File: config.mk
export PLATFORM = sky130hd
export DESIGN_NAME = mtx_walk_gen
export DESIGN_NICKNAME = d
export VERILOG_FILES = /design/src/rtl/mtx_walk_pkg.sv /design/src/rtl/mtx_walk_ctrl.sv /design/src/rtl/mtx_walk_idx.sv /design/src/rtl/mtx_walk_addr.sv /design/src/rtl/mtx_walk_gen.sv
export SDC_FILE = /design/constraint.sdc
export NUM_CORES = 1
export LEC_CHECK = 0
export ABC_AREA = 1
export BUFFER_PORTS_ARGS = -buffer_cell sky130_fd_sc_hd__buf_2
export CAP_MARGIN = 20
export CORE_ASPECT_RATIO = 1.5
export CORE_MARGIN = 2
export CORE_UTILIZATION = 50
export CTS_CLUSTER_SIZE = 30
export DETAILED_ROUTE_END_ITERATION = 8
export GPL_ROUTABILITY_DRIVEN = 0
export PLACE_DENSITY = 0.69
export SYNTH_ARGS = -nofsm -noshare
export SYNTH_HDL_FRONTEND = slang
export SYNTH_HIERARCHICAL = 1
export SYNTH_SLANG_ARGS = --single-unit
File: constraint.sdc
create_clock -name clk -period 2.2 [get_ports clk]
set_input_delay 0.33 -clock clk [delete_from_list [all_inputs] [get_ports clk]]
set_output_delay 0.33 -clock clk [all_outputs]
set_load 0.01 [all_outputs]
File: src/rtl/mtx_walk_pkg.sv
// Shared types for the matrix traversal address generator.
// Assumes nothing beyond a 1-bit order selector.
package mtx_walk_pkg;

    // Walk order: along rows (unit stride) or down columns (stride of N).
    typedef enum logic {
        WALK_ROWS = 1'b0,
        WALK_COLS = 1'b1
    } walk_order_e;

endpackage

File: src/rtl/mtx_walk_ctrl.sv
// Walk controller: captures order and clamped dimension at start, owns the
// valid flag and the completion pulse, and issues load/step strobes to the
// index and address datapaths.
// Assumes last_i is valid whenever vld_o is high; start has priority over
// any handshake in the same cycle.
module mtx_walk_ctrl
    import mtx_walk_pkg::*;
#(
    parameter int DIM_W   = 5,
    parameter int MIN_DIM = 2,
    parameter int MAX_DIM = 16
) (
    input  logic             clk,
    input  logic             rst_n,
    input  logic             start_i,
    input  logic             col_mode_i,
    input  logic [DIM_W-1:0] dim_i,
    input  logic             rdy_i,
    input  logic             last_i,
    output logic             vld_o,
    output logic             done_o,
    output logic             load_o,
    output logic             step_o,
    output walk_order_e      order_q,
    output logic [DIM_W-1:0] dim_q
);

    localparam logic [DIM_W-1:0] DIM_LO = DIM_W'(MIN_DIM);
    localparam logic [DIM_W-1:0] DIM_HI = DIM_W'(MAX_DIM);

    logic             vld_q;
    logic             done_q;
    logic [DIM_W-1:0] dim_clamped;

    // Force the requested dimension into the supported range.
    always_comb begin
        if (dim_i < DIM_LO)
            dim_clamped = DIM_LO;
        else if (dim_i > DIM_HI)
            dim_clamped = DIM_HI;
        else
            dim_clamped = dim_i;
    end

    // A start always loads; a step needs a live handshake and no start.
    always_comb begin
        load_o = start_i;
        step_o = vld_q && rdy_i && !start_i;
    end

    // Valid flag, completion pulse and captured walk configuration.
    always_ff @(posedge clk) begin
        if (!rst_n) begin
            vld_q   <= 1'b0;
            done_q  <= 1'b0;
            order_q <= WALK_ROWS;
            dim_q   <= DIM_LO;
        end else begin
            done_q <= 1'b0;
            if (start_i) begin
                vld_q   <= 1'b1;
                order_q <= walk_order_e'(col_mode_i);
                dim_q   <= dim_clamped;
            end else if (step_o && last_i) begin
                vld_q  <= 1'b0;
                done_q <= 1'b1;
            end
        end
    end

    assign vld_o  = vld_q;
    assign done_o = done_q;

endmodule

File: src/rtl/mtx_walk_idx.sv
// Index counters: an inner counter that runs along the current line and an
// outer counter that selects the line. The inner index is the column in row
// order and the row in column order; the mapping is irrelevant here.
// Assumes dim_q is at least 1 and at most 2**CNT_W.
module mtx_walk_idx #(
    parameter int CNT_W = 4,
    parameter int DIM_W = 5
) (
    input  logic             clk,
    input  logic             rst_n,
    input  logic             load_i,
    input  logic             step_i,
    input  logic [DIM_W-1:0] dim_q,
    output logic [CNT_W-1:0] outer_o,
    output logic             wrap_o,
    output logic             last_o
);

    logic [CNT_W-1:0] inner_q;
    logic [CNT_W-1:0] outer_q;
    logic [CNT_W-1:0] dim_m1;

    // Largest index value for the captured dimension.
    always_comb begin
        dim_m1 = CNT_W'(dim_q - DIM_W'(1));
        wrap_o = (inner_q == dim_m1);
        last_o = wrap_o && (outer_q == dim_m1);
    end

    // Advance inner index, carrying into the outer index at line end.
    always_ff @(posedge clk) begin
        if (!rst_n || load_i) begin
            inner_q <= '0;
            outer_q <= '0;
        end else if (step_i) begin
            if (last_o) begin
                inner_q <= '0;
                outer_q <= '0;
            end else if (wrap_o) begin
                inner_q <= '0;
                outer_q <= outer_q + CNT_W'(1);
            end else begin
                inner_q <= inner_q + CNT_W'(1);
            end
        end
    end

    assign outer_o = outer_q;

endmodule

File: src/rtl/mtx_walk_addr.sv
// Address accumulator: keeps the current word address and updates it by
// addition only. Row order adds one (a row end flows into the next row).
// Column order adds N, and at a column end jumps to the top of the next column.
// Assumes ADDR_W > DIM_W and that N*N fits in ADDR_W bits.
module mtx_walk_addr
    import mtx_walk_pkg::*;
#(
    parameter int ADDR_W = 8,
    parameter int CNT_W  = 4,
    parameter int DIM_W  = 5
) (
    input  logic              clk,
    input  logic              rst_n,
    input  logic              load_i,
    input  logic              step_i,
    input  logic              last_i,
    input  logic              wrap_i,
    input  walk_order_e       order_q,
    input  logic [DIM_W-1:0]  dim_q,
    input  logic [CNT_W-1:0]  outer_i,
    output logic [ADDR_W-1:0] addr_o
);

    logic [ADDR_W-1:0] addr_q;
    logic [ADDR_W-1:0] addr_nxt;

    // Next address for a step that is not the final one.
    always_comb begin
        if (order_q == WALK_ROWS)
            addr_nxt = addr_q + ADDR_W'(1);
        else if (wrap_i)
            addr_nxt = ADDR_W'(outer_i) + ADDR_W'(1);
        else
            addr_nxt = addr_q + ADDR_W'(dim_q);
    end

    // Register the address; a start returns it to the matrix origin.
    always_ff @(posedge clk) begin
        if (!rst_n || load_i)
            addr_q <= '0;
        else if (step_i && !last_i)
            addr_q <= addr_nxt;
    end

    assign addr_o = addr_q;

endmodule

File: src/rtl/mtx_walk_gen.sv
// Matrix traversal address generator: hands out the word addresses of an
// N-by-N row-major matrix over a valid/ready handshake, walking either along
// rows or down columns, with a one-cycle completion pulse.
// Assumes MAX_DIM*MAX_DIM fits in ADDR_W bits.
module mtx_walk_gen
    import mtx_walk_pkg::*;
#(
    parameter int ADDR_W  = 8,
    parameter int DIM_W   = 5,
    parameter int MIN_DIM = 2,
    parameter int MAX_DIM = 16
) (
    input  logic              clk,
    input  logic              rst_n,
    input  logic              start_i,
    input  logic              col_mode_i,
    input  logic [DIM_W-1:0]  dim_i,
    input  logic              rdy_i,
    output logic [ADDR_W-1:0] addr_o,
    output logic              vld_o,
    output logic              done_o
);

    localparam int CNT_W = $clog2(MAX_DIM);

    logic             load_w;
    logic             step_w;
    logic             last_w;
    logic             wrap_w;
    walk_order_e      order_q;
    logic [DIM_W-1:0] dim_q;
    logic [CNT_W-1:0] outer_w;

    mtx_walk_ctrl #(
        .DIM_W   (DIM_W),
        .MIN_DIM (MIN_DIM),
        .MAX_DIM (MAX_DIM)
    ) u_ctrl (
        .clk        (clk),
        .rst_n      (rst_n),
        .start_i    (start_i),
        .col_mode_i (col_mode_i),
        .dim_i      (dim_i),
        .rdy_i      (rdy_i),
        .last_i     (last_w),
        .vld_o      (vld_o),
        .done_o     (done_o),
        .load_o     (load_w),
        .step_o     (step_w),
        .order_q    (order_q),
        .dim_q      (dim_q)
    );

    mtx_walk_idx #(
        .CNT_W (CNT_W),
        .DIM_W (DIM_W)
    ) u_idx (
        .clk     (clk),
        .rst_n   (rst_n),
        .load_i  (load_w),
        .step_i  (step_w),
        .dim_q   (dim_q),
        .outer_o (outer_w),
        .wrap_o  (wrap_w),
        .last_o  (last_w)
    );

    mtx_walk_addr #(
        .ADDR_W (ADDR_W),
        .CNT_W  (CNT_W),
        .DIM_W  (DIM_W)
    ) u_addr (
        .clk     (clk),
        .rst_n   (rst_n),
        .load_i  (load_w),
        .step_i  (step_w),
        .last_i  (last_w),
        .wrap_i  (wrap_w),
        .order_q (order_q),
        .dim_q   (dim_q),
        .outer_i (outer_w),
        .addr_o  (addr_o)
    );

endmodule

==> results of run 1 <==
where the power goes:
part / internal, mW / switching, mW / leakage, nW
logic: 0.0579 / 0.0988 / 0.857
clock network: 0.160 / 0.144 / 0.0288
registers: 0.444 / 0.0112 / 0.195
worst max path at each step:
stage,to,cells after the start
2_1_floorplan,u_addr/addr_o[7],13
5_1_grt,u_addr/addr_o[4],16
3_5_place_dp,u_addr/addr_o[7],13
4_1_cts,u_addr/addr_o[5],13
6_report,u_addr/addr_o[1],12
3_3_place_gp,u_addr/addr_o[1],12
tightest hold or removal path, stage by stage:
cell and delay (ps):
buf_2 80, nor2_1 30, nor2_1 80
synth_stat cells (all sizes together):
| cell | count |
|---|---|
| a21boi | 1 |
| a21oi | 22 |
| a221oi | 2 |
| a31oi | 2 |
| buf | 4 |
| clkinv | 3 |
| dfxtp | 24 |
| fa | 1 |
| ha | 10 |
| inv | 51 |
| nand2 | 86 |
| nand3 | 40 |
| nand4 | 10 |
| nor2 | 30 |
| nor3 | 1 |
| o21a | 1 |
| o21ai | 17 |
| or2 | 1 |
| xor2 | 2 |
final cells by class:
| cell class | count | area [um^2] | area share [%] |
|---|---|---|---|
| clock buffers | 4 | 55.1 | 2.55 |
| inverters | 54 | 204 | 9.43 |
| multi-input cells | 226 | 1200 | 55.4 |
| flip-flops and latches | 24 | 480 | 22.2 |
| well taps | 43 | 53.8 | 2.49 |
| repair buffers | 29 | 170 | 7.87 |
state kept, by name (all words and copies together), names as in the netlist:
name / cells
u_addr/addr_o: 8
u_ctrl/order_q: 1
u_idx/inner_q: 4
u_ctrl/done_o: 1
u_ctrl/vld_o: 1
u_idx/outer_o: 4
u_ctrl/dim_q: 5
per-layer routing:
| metal | track usage, % | wire [um] | up-vias |
|---|---|---|---|
| li1 | - | - | 1060 |
| met1 | 25.7 | 1900 | 908 |
| met4 | 9.25 | 109 | 0 |
| met5 | 0 | 0 | - |
| met3 | 2.25 | 117 | 8 |
| met2 | 48.7 | 2680 | 34 |
repair_timing:
item | 4_1_cts | 5_1_grt
hold buffers | 0 | 0
endpoints found under the setup margin | 0 | 5
hold endpoints to repair | 0 | 0
gates resized for setup | 0 | 3
cell families after synthesis:
family,synth area share (%)
fa+ha+maj,7.59
buf+inv,12.2
xor+xnor,0.916
flops,25.1
simple gates,40.2
compound gates,13.9
==> impl_metrics.csv, run 1 <==
group,metric,value,unit
place,dpl-instance-area,2110,um^2
clock_network,clockBufferDepth,2,
outcome,outcome,"complete, no violations",
floorplan,dieWidth,54.5,um
timing,layout_setup_ws,187,ps
timing,holdWs,283,ps
worst_setup_path,cp.required,2370,ps
worst_setup_path,cp-startpoint,"u_ctrl/dim_q[0]",
final_layout,fin_area,2160,um^2
floorplan,ioPinCount,20,
timing,fin_skew,2.69,ps
hold_path,hold_end,"u_ctrl/order_q",
floorplan,coreArea,3680,um^2
worst_setup_path,timing.rr.end,"u_addr/addr_o[1]",
drt,drt-pass1-iter-count,4,
final_layout,drive_above_1_share,17.5,%
worst_setup_path,crit_chain,"inv_2 -> ha_1 -> inv_1 -> nand2_1 -> nand2_1 -> nor2_1 -> nand3_1 -> nor2_2 -> inv_1 -> a21oi_1 -> o21ai_1 -> a221oi_1",
floorplan,start_util,51.9,%
global_route,grt_pass1_wl,8000,um
final_layout,fill_cells,377,
floorplan,row_count,27,
global_route,antenna_found_initial,0,
final_layout,layout.nets,359,
synthesis,synth_top_area_share,25.1,%
synthesis,synth_area,1910,um^2
synthesis,syn-mean-instance-area,6.21,um^2
global_route,grt_pass1_vias,1896,
timing,hold_violations,0,
drt,wirelength,4810,um
drt,vias_per_cell,5.29,
hold_path,hp-class,"in -> reg",
synthesis,synth_fp_nets,329,
pwr,p_per_area,424,nW/um^2
final_layout,final_common_cell,"nand2_1",
clock_network,clock-sinks,24,
drt,wire_per_inst,12.7,um
global_route,grt-ovfl-total,0,
pwr,p_leak,1.08,nW
worst_setup_path,max_stage_delay,350,ps
global_route,grt_max_degree,14,
worst_setup_path,regToRegStartpoint,"u_ctrl/dim_q[0]",
final_layout,syn2layout_area_growth,13.1,%
worst_setup_path,cp-end-kind,"register",
synthesis,synth_cell_types,31,
place,place.detailed.hpwl,3860,um
drt,drt-initial-drc-count,76,
synthesis,synth.largest_area_cell,"dfxtp_1",
worst_setup_path,reg2reg_depth,12,
flow_run,max-cap-violations,0,
synthesis,synth-seq-cells,24,
synthesis,synth_warnings,6,
timing,worst_pin_slew,467,ps
timing,maxSlewViolCount,0,
drt,drc,0,
place,dp.cells,376,
timing,finalCritPeriodShare,91.5,%
drt,postRouteAntennaNets,0,
clock_network,cts-root-buf,"clkbuf_8",
timing,maxSlewHeadroom,68.7,%
pwr,vdd_drop_max,0.342,mV
final_layout,final_util,58.7,%
worst_setup_path,worstSetupPathType,"reg -> reg",
synthesis,yosys-top-cells-area,"dfxtp_1, nand2_1, nand3_1",
worst_setup_path,cp-start-kind,"register",
worst_setup_path,crit_path_max_fanout,5,
timing,fin_setup_tns,0,ps
drt,vias,2010,
timing,max_freq,497,MHz
hold_path,min-delay-start,"col_mode_i",
clock_network,clkLatencyLatePin,270,ps
worst_setup_path,crit_buf_inv,3,
clock_network,numCtsBuffers,3,
clock_network,clkTransAtPathRegs,90,ps
place,dp_worst_setup_slack,184,ps
worst_setup_path,r2r_slack,190,ps
floorplan,die_y,79.7,um
final_layout,stdcell_count,380,
timing,setup_violations,0,
timing,rsz0062_at_grt,"no",
timing,period_minus_slack,2010,ps
final_layout,mostFrequentLayoutCells,"nand2_1, inv_1, nand3_1",
clock_network,post_cts_buffers,0,
floorplan,fp.dieArea,4340,um^2
hold_path,hold_depth,3,
final_layout,diodes,0,
synthesis,synthCells,308,
worst_setup_path,cpLargestDelayFamily,"simple AND/OR/NAND/NOR gates",
place,io_buffers,19,
clock_network,h-tree-depth,1,
global_route,grt_usage,25.1,%
pwr,finalPower,0.916,mW
clock_network,cts_tree,"yes",
worst_setup_path,cp_slowest_cell,"dfxtp_1",
worst_setup_path,crit_arrival,2190,ps
synthesis,ys_seq_area_share,25.1,%
No activity file was read; power rests on OpenSTA's default activity.
==> run 2: changes to the inputs <==
--- a/config.mk
+++ b/config.mk
@@ -6,15 +6,15 @@
 export NUM_CORES = 1
 export LEC_CHECK = 0
 export ABC_AREA = 1
-export BUFFER_PORTS_ARGS = -buffer_cell sky130_fd_sc_hd__buf_2
 export CAP_MARGIN = 20
 export CORE_ASPECT_RATIO = 1.5
 export CORE_MARGIN = 2
 export CORE_UTILIZATION = 50
 export CTS_CLUSTER_SIZE = 30
 export DETAILED_ROUTE_END_ITERATION = 8
+export DONT_BUFFER_PORTS = 1
 export GPL_ROUTABILITY_DRIVEN = 0
-export PLACE_DENSITY = 0.69
+export PLACE_DENSITY = 0.65
 export SYNTH_ARGS = -nofsm -noshare
 export SYNTH_HDL_FRONTEND = slang
 export SYNTH_HIERARCHICAL = 1
==> impl_metrics.csv, run 2 (synthesis gave the netlist of run 1 again) <==
group,metric,value,unit
hold_path,min-delay-start,"rst_n",
drt,drc,0,
timing,holdWs,188,ps
global_route,grt-ovfl-total,0,
clock_network,cts_hold_buf,0,
place,dpl-instance-area,2030,um^2
timing,max_freq,508,MHz
worst_setup_path,cp-end-kind,"register",
hold_path,hold_depth,2,
timing,hold_violations,0,
pwr,finalPower,0.905,mW
timing,period_minus_slack,1970,ps
final_layout,fin_area,2090,um^2
timing,finalCritPeriodShare,89.4,%
timing,maxSlewHeadroom,67.5,%
timing,rsz0062_at_grt,"no",
drt,drt-pass1-iter-count,4,
place,dp.cells,359,
final_layout,layout.nets,342,
pwr,vdd_drop_max,0.417,mV
hold_path,hold_end,"u_ctrl/dim_q[4]",
final_layout,final_common_cell,"nand2_1",
clock_network,cts_tree,"yes",
worst_setup_path,reg2reg_depth,13,
timing,fin_skew,4.25,ps
global_route,grt_usage,25.9,%
worst_setup_path,crit_path_max_fanout,9,
final_layout,largest_reg_flops,8,
global_route,grt_pass1_wl,8180,um
drt,vias_per_cell,5.36,
floorplan,start_util,51.9,%
timing,layout_setup_ws,232,ps
timing,worst_pin_slew,486,ps
worst_setup_path,crit_arrival,2130,ps
worst_setup_path,cp-start-kind,"register",
pwr,p_per_area,433,nW/um^2
worst_setup_path,worstSetupPathType,"reg -> reg",
global_route,grt_max_degree,14,
clock_network,clkTransAtPathRegs,90,ps
floorplan,ioPinCount,20,
clock_network,clockBufferDepth,2,
clock_network,h-tree-depth,1,
floorplan,coreArea,3680,um^2
floorplan,dieWidth,54.5,um
drt,vias,1946,
worst_setup_path,r2r_slack,230,ps
floorplan,row_count,27,
worst_setup_path,timing.rr.end,"u_addr/addr_o[6]",
final_layout,stdcell_count,363,
drt,postRouteAntennaNets,0,
worst_setup_path,max_stage_delay,360,ps
floorplan,die_y,79.7,um
clock_network,clkLatencyLatePin,270,ps
clock_network,cts-root-buf,"clkbuf_8",
final_layout,final_util,56.7,%
drt,drt-initial-drc-count,47,
worst_setup_path,cp.required,2360,ps
place,dp_worst_setup_slack,171,ps
worst_setup_path,crit_top_cell,"inv_1",
worst_setup_path,crit_chain,"inv_1 -> ha_1 -> inv_1 -> nand2_1 -> nand3_2 -> nor2_4 -> nand2_1 -> nor2_1 -> inv_1 -> nand2_4 -> inv_2 -> o21ai_0 -> a21oi_1",
final_layout,syn2layout_area_growth,9.16,%
timing,setup_violations,0,
worst_setup_path,regToRegStartpoint,"u_ctrl/dim_q[1]",
place,place.detailed.hpwl,4010,um
outcome,outcome,"complete, no violations",
timing,fin_setup_tns,0,ps
clock_network,cts_resized,0,
clock_network,post_cts_buffers,0,
pwr,p_leak,1.00,nW
worst_setup_path,cp_slowest_cell,"dfxtp_1",
final_layout,drive_above_1_share,13.1,%
drt,wirelength,4900,um
clock_network,clock-sinks,24,
global_route,grt_pass1_vias,1880,
timing,maxSlewViolCount,0,
final_layout,mostFrequentLayoutCells,"nand2_1, inv_1, nand3_1",
place,io_buffers,0,
floorplan,fp.dieArea,4340,um^2
flow_run,max-cap-violations,0,
drt,wire_per_inst,13.5,um
clock_network,numCtsBuffers,3,
global_route,antenna_found_initial,0,
final_layout,diodes,0,
hold_path,hp-class,"in -> reg",
-- run 2: worst max path at each step --
stage | from | slack [ps] | end | cells past startpoint
global route | u_ctrl/dim_q[1] | 0.8 | u_addr/addr_o[7] | 13
floorplan | u_ctrl/dim_q[0] | 190 | u_addr/addr_o[7] | 13
detailed placement | u_ctrl/dim_q[1] | 170 | u_addr/addr_o[4] | 15
finish | u_ctrl/dim_q[1] | 230 | u_addr/addr_o[6] | 13
CTS | u_ctrl/dim_q[1] | 150 | u_addr/addr_o[4] | 15
global placement | u_ctrl/dim_q[1] | 210 | u_addr/addr_o[7] | 13
-- run 2: cell type report --
| class | count | area (um^2) |
|---|---|---|
| multi-input cells | 226 | 1200 |
| clock buffers | 4 | 55.1 |
| well taps | 43 | 53.8 |
| inverters | 54 | 204 |
| flip-flops and latches | 24 | 480 |
| fillers | 393 | 1600 |
| repair buffers | 12 | 90.1 |
-- run 2: layer usage --
| layer | vias up | GRT usage, % | share of wire (%) |
|---|---|---|---|
| met5 | - | 0 | 0 |
| met4 | 0 | 11.0 | 3.2 |
| met3 | 8 | 2.81 | 3.0 |
| met2 | 28 | 50.2 | 56 |
| met1 | 888 | 25.6 | 38 |
| li1 | 1022 | - | - |
-- run 2: power breakdown --
| group | switching, mW | total (mW) | internal [mW] |
|---|---|---|---|
| logic | 0.0922 | 0.143 | 0.0508 |
| registers | 0.0117 | 0.456 | 0.444 |
| clock network | 0.146 | 0.306 | 0.160 |
| total | 0.250 | 0.905 | 0.655 |
-- run 2: critical path, delay by kind of cell (launching register included) --
kind                       cells  cell delay, ps
buffers and inverters          4             280
DFF                            1             360
and+or+nand+nor                6             650
AOI/OAI and AO/OA              2             260
adders and majority gates      1             300
